==> src/rtl/dbg_guard_pkg.sv <==
package dbg_guard_pkg;

   typedef enum logic [1:0] {
      FLT_NONE = 2'd0,
      FLT_UD   = 2'd1,
      FLT_GP   = 2'd2,
      FLT_DB   = 2'd3
   } flt_e;

endpackage

==> src/rtl/dbg_access_check.sv <==
module dbg_access_check
   import dbg_guard_pkg::*;
#(
   parameter int IDX_W    = 4,
   parameter int NUM_REGS = 8,
   parameter int HALF_W   = 32,
   localparam int PW      = $clog2(NUM_REGS)
) (
   input  logic              valid,
   input  logic              write,
   input  logic [IDX_W-1:0]  idx,
   input  logic [HALF_W-1:0] wdata_hi,
   input  logic              dbg_ext,
   input  logic              gen_detect,
   input  logic              long_mode,
   output flt_e              fault,
   output logic [PW-1:0]     phys_idx,
   output logic              wr_ok,
   output logic              rd_ok
);

   initial begin
      if (NUM_REGS != 8) $error("dbg_access_check: alias map assumes 8 registers");
      if (IDX_W < PW)    $error("dbg_access_check: index narrower than register file");
   end

   logic          out_of_range;
   logic [PW-1:0] low_idx;
   logic          is_alias_slot;
   logic          is_wide_chk;
   logic          ud, gp;

   generate
      if (IDX_W > PW) begin : g_wide_idx
         assign out_of_range = |idx[IDX_W-1:PW];
      end else begin : g_exact_idx
         assign out_of_range = 1'b0;
      end
   endgenerate

   assign low_idx       = idx[PW-1:0];
   assign is_alias_slot = !out_of_range &&
                          (low_idx == PW'(4) || low_idx == PW'(5));

   always_comb begin
      if (!dbg_ext && is_alias_slot) phys_idx = low_idx | PW'(2);
      else                           phys_idx = low_idx;
   end

   assign is_wide_chk = (phys_idx == PW'(6)) || (phys_idx == PW'(7));
   assign ud = out_of_range || (dbg_ext && is_alias_slot);
   assign gp = write && is_wide_chk && long_mode && (|wdata_hi);

   always_comb begin
      if (!valid)          fault = FLT_NONE;
      else if (ud)         fault = FLT_UD;
      else if (gp)         fault = FLT_GP;
      else if (gen_detect) fault = FLT_DB;
      else                 fault = FLT_NONE;
   end

   assign wr_ok = valid &&  write && (fault == FLT_NONE);
   assign rd_ok = valid && !write && (fault == FLT_NONE);

endmodule

==> src/rtl/dbg_reg_file.sv <==
module dbg_reg_file #(
   parameter int NUM_REGS = 8,
   parameter int DATA_W   = 64,
   parameter logic [DATA_W-1:0] RESET_VAL = '0,
   localparam int PW = $clog2(NUM_REGS)
) (
   input  logic              clk,
   input  logic              rst_n,
   input  logic              wr_en,
   input  logic [PW-1:0]     wr_idx,
   input  logic [DATA_W-1:0] wr_data,
   input  logic [PW-1:0]     rd_idx,
   output logic [DATA_W-1:0] rd_data
);

   initial begin
      if (NUM_REGS < 2 || (1 << PW) != NUM_REGS)
         $error("dbg_reg_file: NUM_REGS must be a power of two");
   end

   logic [DATA_W-1:0] entry [NUM_REGS];

   generate
      for (genvar g = 0; g < NUM_REGS; g++) begin : g_entry
         always_ff @(posedge clk) begin
            if (!rst_n)                             entry[g] <= RESET_VAL;
            else if (wr_en && wr_idx == PW'(g))     entry[g] <= wr_data;
         end
      end
   endgenerate

   assign rd_data = entry[rd_idx];

endmodule

==> src/rtl/dbg_size_merge.sv <==
module dbg_size_merge #(
   parameter int DATA_W = 64,
   parameter int SIZE_W = 4,
   localparam int NLANES = DATA_W / 8,
   localparam int CNT_W  = $clog2(NLANES + 1)
) (
   input  logic [DATA_W-1:0] src,
   input  logic [DATA_W-1:0] dest,
   input  logic [SIZE_W-1:0] size,
   output logic [DATA_W-1:0] merged
);

   initial begin
      if (DATA_W % 8 != 0 || DATA_W < 32)
         $error("dbg_size_merge: DATA_W must be a byte multiple of at least 32");
      if (SIZE_W < 3)
         $error("dbg_size_merge: size code too narrow");
   end

   logic [CNT_W-1:0] n_bytes;

   always_comb begin
      if (size == SIZE_W'(1))      n_bytes = CNT_W'(1);
      else if (size == SIZE_W'(2)) n_bytes = CNT_W'(2);
      else if (size == SIZE_W'(4)) n_bytes = CNT_W'(4);
      else                         n_bytes = CNT_W'(NLANES);
   end

   generate
      for (genvar l = 0; l < NLANES; l++) begin : g_lane
         assign merged[l*8 +: 8] = (CNT_W'(l) < n_bytes) ? src[l*8 +: 8]
                                                         : dest[l*8 +: 8];
      end
   endgenerate

endmodule

==> src/rtl/dbg_reg_guard.sv <==
module dbg_reg_guard
   import dbg_guard_pkg::*;
#(
   parameter int IDX_W    = 4,
   parameter int DATA_W   = 64,
   parameter int NUM_REGS = 8,
   parameter int SIZE_W   = 4,
   localparam int PW      = $clog2(NUM_REGS),
   localparam int HALF_W  = DATA_W / 2
) (
   input  logic              clk,
   input  logic              rst_n,
   input  logic              req_valid,
   input  logic              req_write,
   input  logic [IDX_W-1:0]  req_idx,
   input  logic [DATA_W-1:0] req_wdata,
   input  logic [DATA_W-1:0] req_dest,
   input  logic [SIZE_W-1:0] req_size,
   input  logic              cfg_dbg_ext,
   input  logic              cfg_gen_detect,
   input  logic              cfg_long_mode,
   output logic              rsp_valid,
   output logic [DATA_W-1:0] rsp_data,
   output logic              flt_ud,
   output logic              flt_gp,
   output logic              flt_db
);

   initial begin
      if (DATA_W % 16 != 0) $error("dbg_reg_guard: DATA_W must split into byte halves");
   end

   flt_e              fault;
   logic [PW-1:0]     phys_idx;
   logic              wr_ok, rd_ok;
   logic [DATA_W-1:0] rf_rdata;
   logic [DATA_W-1:0] merged;

   dbg_access_check #(
      .IDX_W(IDX_W), .NUM_REGS(NUM_REGS), .HALF_W(HALF_W)
   ) u_check (
      .valid      (req_valid),
      .write      (req_write),
      .idx        (req_idx),
      .wdata_hi   (req_wdata[DATA_W-1:HALF_W]),
      .dbg_ext    (cfg_dbg_ext),
      .gen_detect (cfg_gen_detect),
      .long_mode  (cfg_long_mode),
      .fault      (fault),
      .phys_idx   (phys_idx),
      .wr_ok      (wr_ok),
      .rd_ok      (rd_ok)
   );

   dbg_reg_file #(
      .NUM_REGS(NUM_REGS), .DATA_W(DATA_W)
   ) u_file (
      .clk     (clk),
      .rst_n   (rst_n),
      .wr_en   (wr_ok),
      .wr_idx  (phys_idx),
      .wr_data (req_wdata),
      .rd_idx  (phys_idx),
      .rd_data (rf_rdata)
   );

   dbg_size_merge #(
      .DATA_W(DATA_W), .SIZE_W(SIZE_W)
   ) u_merge (
      .src    (rf_rdata),
      .dest   (req_dest),
      .size   (req_size),
      .merged (merged)
   );

   always_ff @(posedge clk) begin
      if (!rst_n) begin
         rsp_valid <= 1'b0;
         rsp_data  <= '0;
         flt_ud    <= 1'b0;
         flt_gp    <= 1'b0;
         flt_db    <= 1'b0;
      end else begin
         rsp_valid <= req_valid;
         rsp_data  <= rd_ok ? merged : req_dest;
         flt_ud    <= (fault == FLT_UD);
         flt_gp    <= (fault == FLT_GP);
         flt_db    <= (fault == FLT_DB);
      end
   end

   // response follows request by exactly one cycle
   a_r9_latency: assert property (@(posedge clk) disable iff (!rst_n)
      rsp_valid == $past(req_valid));

   // never more than one fault flag, none without a request
   a_r9_onehot: assert property (@(posedge clk) disable iff (!rst_n)
      $onehot0({flt_ud, flt_gp, flt_db}) && (rsp_valid || !(flt_ud || flt_gp || flt_db)));

   // a faulted access hands back the destination untouched
   a_r8_dest_kept: assert property (@(posedge clk) disable iff (!rst_n)
      (flt_ud || flt_gp || flt_db) |-> rsp_data == $past(req_dest));

   // protection fault only for a long-mode write
   a_r4_gp_cause: assert property (@(posedge clk) disable iff (!rst_n)
      flt_gp |-> $past(req_write && cfg_long_mode));

   // debug exception only with general detect set
   a_r5_db_cause: assert property (@(posedge clk) disable iff (!rst_n)
      flt_db |-> $past(cfg_gen_detect));

   generate
      if (IDX_W > PW) begin : g_range_chk
         // out-of-range index always traps as invalid opcode
         a_r1_range_ud: assert property (@(posedge clk) disable iff (!rst_n)
            (req_valid && |req_idx[IDX_W-1:PW]) |=> flt_ud);
      end
   endgenerate

endmodule

==> config.mk <==
export PLATFORM = sky130hd
export DESIGN_NAME = dbg_reg_guard
export DESIGN_NICKNAME = d
export VERILOG_FILES = /design/src/rtl/dbg_guard_pkg.sv /design/src/rtl/dbg_access_check.sv /design/src/rtl/dbg_reg_file.sv /design/src/rtl/dbg_size_merge.sv /design/src/rtl/dbg_reg_guard.sv
export SDC_FILE = /design/constraint.sdc
export NUM_CORES = 1
export LEC_CHECK = 0
export ABC_AREA = 1
export BUFFER_PORTS_ARGS = -buffer_cell sky130_fd_sc_hd__buf_2
export CAP_MARGIN = 40
export CORE_ASPECT_RATIO = 0.5
export CORE_MARGIN = 3
export CORE_UTILIZATION = 60
export DETAILED_ROUTE_END_ITERATION = 10
export PLACE_DENSITY = 0.8
export REMOVE_ABC_BUFFERS = 1
export SLEW_MARGIN = 10
export SYNTH_ARGS = -nofsm -noshare
export SYNTH_HDL_FRONTEND = slang
export SYNTH_SLANG_ARGS = --single-unit
==> constraint.sdc <==
create_clock -name clk -period 22.3 [get_ports clk]
set_input_delay 3.345 -clock clk [delete_from_list [all_inputs] [get_ports clk]]
set_output_delay 3.345 -clock clk [all_outputs]
set_load 0.1 [all_outputs]
==> reports/results.txt <==
CP most frequent cell: buf_4
Cell Rows: 53
Fill cells: 3104
CP peak stage delay: 0.56 ns
Slowest cell on crit path: nand2_4
Die Height: 154 um
Netlist Area Pre-Place: 26300 um2
Io pins: 211
Netlist cell types: 30
Mapped Cells: 2921
Clock slew at reported path FFs: 0.07 ns
Postcts setup bufs: 0
Die Width: 302 um
Syn_area_per_cell: 9.00 um2
CP required: 22.50 ns
Setup violations, final: 0
CP Capture Type: flop
Max cap viols: 0
CTS tree: yes
Port bufs: 210
Initial antenna violation count: 0
Drc violations: 0
Worst Path Max Fanout: 58
Root Driver: clkbuf_16
Vias per Instance: 5.36
1st-iter DRT viols: 2437
Synthesis Warnings: 0
F_max: 0.147 GHz
Post-cts hold buffer count: 0
GPL Wtd Cong: 0.798
Clock sinks: 580
Core area: 42600 um2
Hold Path Class: reg -> reg
Starting density of the core: 61.7%
Most frequent cells in the layout: nand2_1, edfxtp_1, nor2_1, buf_2, conb_1
Vias in the first global route: 19.9k
Clk buf depth: 3
Post-synthesis sequential area ratio: 63.7%
First-pass GRT wire length: 104000 um
Critical-path cell list: buf_2 -> nand3b_2 -> nand2_4 -> clkinv_2 -> buf_16 -> nor2_1 -> buf_4 -> nand2_1 -> o21ai_4 -> buf_4
Final Hold Vio Count: 0
Via count: 20.4k
Die area: 46500 um2
Crit Path Category: in -> reg
Bufs and invs on worst path: 5
Area grow syn2layout: 13.4%
Num CTS Buffers: 50
Flops & latches, synth: 580
Tmin final: 6.82 ns
TritonRoute pass-1 iters: 6
Slew Limit Headroom: 39.9%
PD cells: 80.8 nW/um2
Worst Tran Pin Value: 0.902 ns
CP startpoint kind: input port
Depth of the CTS H-tree: 2
Pin count of the biggest net entering global routing: 79
Total chip power: 2410 uW
Clock Latency Late Sink: 0.57 ns
TNS Setup: 0 ns
Hold slack: 0.688 ns
RSZ-0062 raised after global routing: false
Top Family by Delay on Critical Path: buffers and inverters
GRT Resource Usage Total: 28.4%
Final clock skew: 0.0178 ns
WL/cell: 17.6 um
Post-route ant nets: 0
Commonest non-fill, non-tap cell in the layout: nand2_1
Leakage: 0.0138 uW
VDD IR max: 0.0686 mV
Layout cells sized above 1: 11.3%
GRT overflow: 0
Post-cts resize count: 0
HPWL Detailed: 38700 um
# diodes: 0
Total wire length: 66900 um
Outcome: completed
Max-slew violation count: 0
Final core occ: 70.0%
Final period util: 30.6%
Fin nets: 3332
WP data arrival: 7.02 ns
## where the power goes
part	leakage [uW]	internal, uW	switching, uW
sequential	0.00547	1250	17.1
combinational	0.00752	67.7	214
clock	0.000769	474	391
total	0.0138	1790	622
## layer usage
metal,global-route usage (%),up-vias,share of wire [%]
met5,0,-,0
met4,10.6,0,3.2
met3,4.30,191,9.5
met2,47.9,1088,49
met1,37.6,9460,39
li1,-,9675,-
## worst reg2reg max path: stages, from the launching register on
cell	delay, ns
edfxtp_1	0.36
nand2_1	0.07
nand2_1	0.11
nand2_1	0.06
nand2_1	0.10
nand2_1	0.05
nand2_1	0.11
nand2_1	0.06
nand2_1	0.07
nand2_1	0.06
a21oi_1	0.17
## cells by family after synthesis
logic type	Yosys count	synth area share, %
simple gates	2034	30.3
buf+inv	238	4.68
flops	580	63.7
other cells	1	0.0143
compound gates	68	1.34
## final timing paths
path	endpoint	slack (ns)	from	cells after the start
max	u_file.entry[6][11]	15.48	req_idx[2]	10
min	rsp_data[1]	0.69	u_file.entry[3][1]	6
max reg2reg	rsp_data[49]	21.01	u_file.entry[5][49]	10
min reg2reg	rsp_data[1]	0.69	u_file.entry[3][1]	6
## through the flow
step,instance area [um2],cells,setup WS (ns)
2_1_floorplan,25800,2888,11.19
3_3_place_gp,27800,3698,13.87
3_5_place_dp,28200,3714,14.99
4_1_cts,29800,3807,15.56
5_1_grt,29800,3807,15.30
6_report,29800,3807,15.48
## flip-flops by register name, summed over array words and instances, names as in the netlist
name          flops
u_file.entry    512
rsp_valid         1
rsp_data         64
flt_db            1
flt_ud            1
flt_gp            1
## layout make-up
| type | count | area, um2 | area share [%] |
|---|---|---|---|
| Clock buffer | 65 | 1350 | 4.52 |
| Clock inverter | 28 | 240 | 0.806 |
| Inverter | 78 | 302 | 1.01 |
| Multi-Input combinational cell | 2230 | 8850 | 29.7 |
| Sequential cell | 580 | 16700 | 56.1 |
| Tap cell | 577 | 722 | 2.42 |
| Timing Repair Buffer | 249 | 1610 | 5.39 |
## cells in the mapped netlist
master,n,share of area (%)
a21oi_1,57,1.1
buf_1,12,0.17
buf_2,56,1.1
buf_4,8,0.23
buf_6,31,1.3
clkbuf_1,52,0.74
clkbuf_4,1,0.029
conb_1,1,0.014
dfxtp_1,68,5.2
edfxtp_1,512,59
inv_1,72,1.0
inv_2,6,0.086
nand2_1,1538,22
nand2_2,1,0.024
nand2_4,1,0.043
nand3_1,32,0.61
nand3_2,2,0.076
nand3_4,5,0.33
nand3b_2,1,0.043
nand4_1,16,0.38
nand4_2,1,0.048
nand4_4,3,0.24
nor2_1,413,5.9
nor2_2,16,0.38
nor2_4,1,0.043
nor2_8,2,0.15
nor3_1,1,0.019
nor3b_1,1,0.029
o21ai_0,10,0.19
o21ai_4,1,0.062
Power figures use the tool's default switching activity.
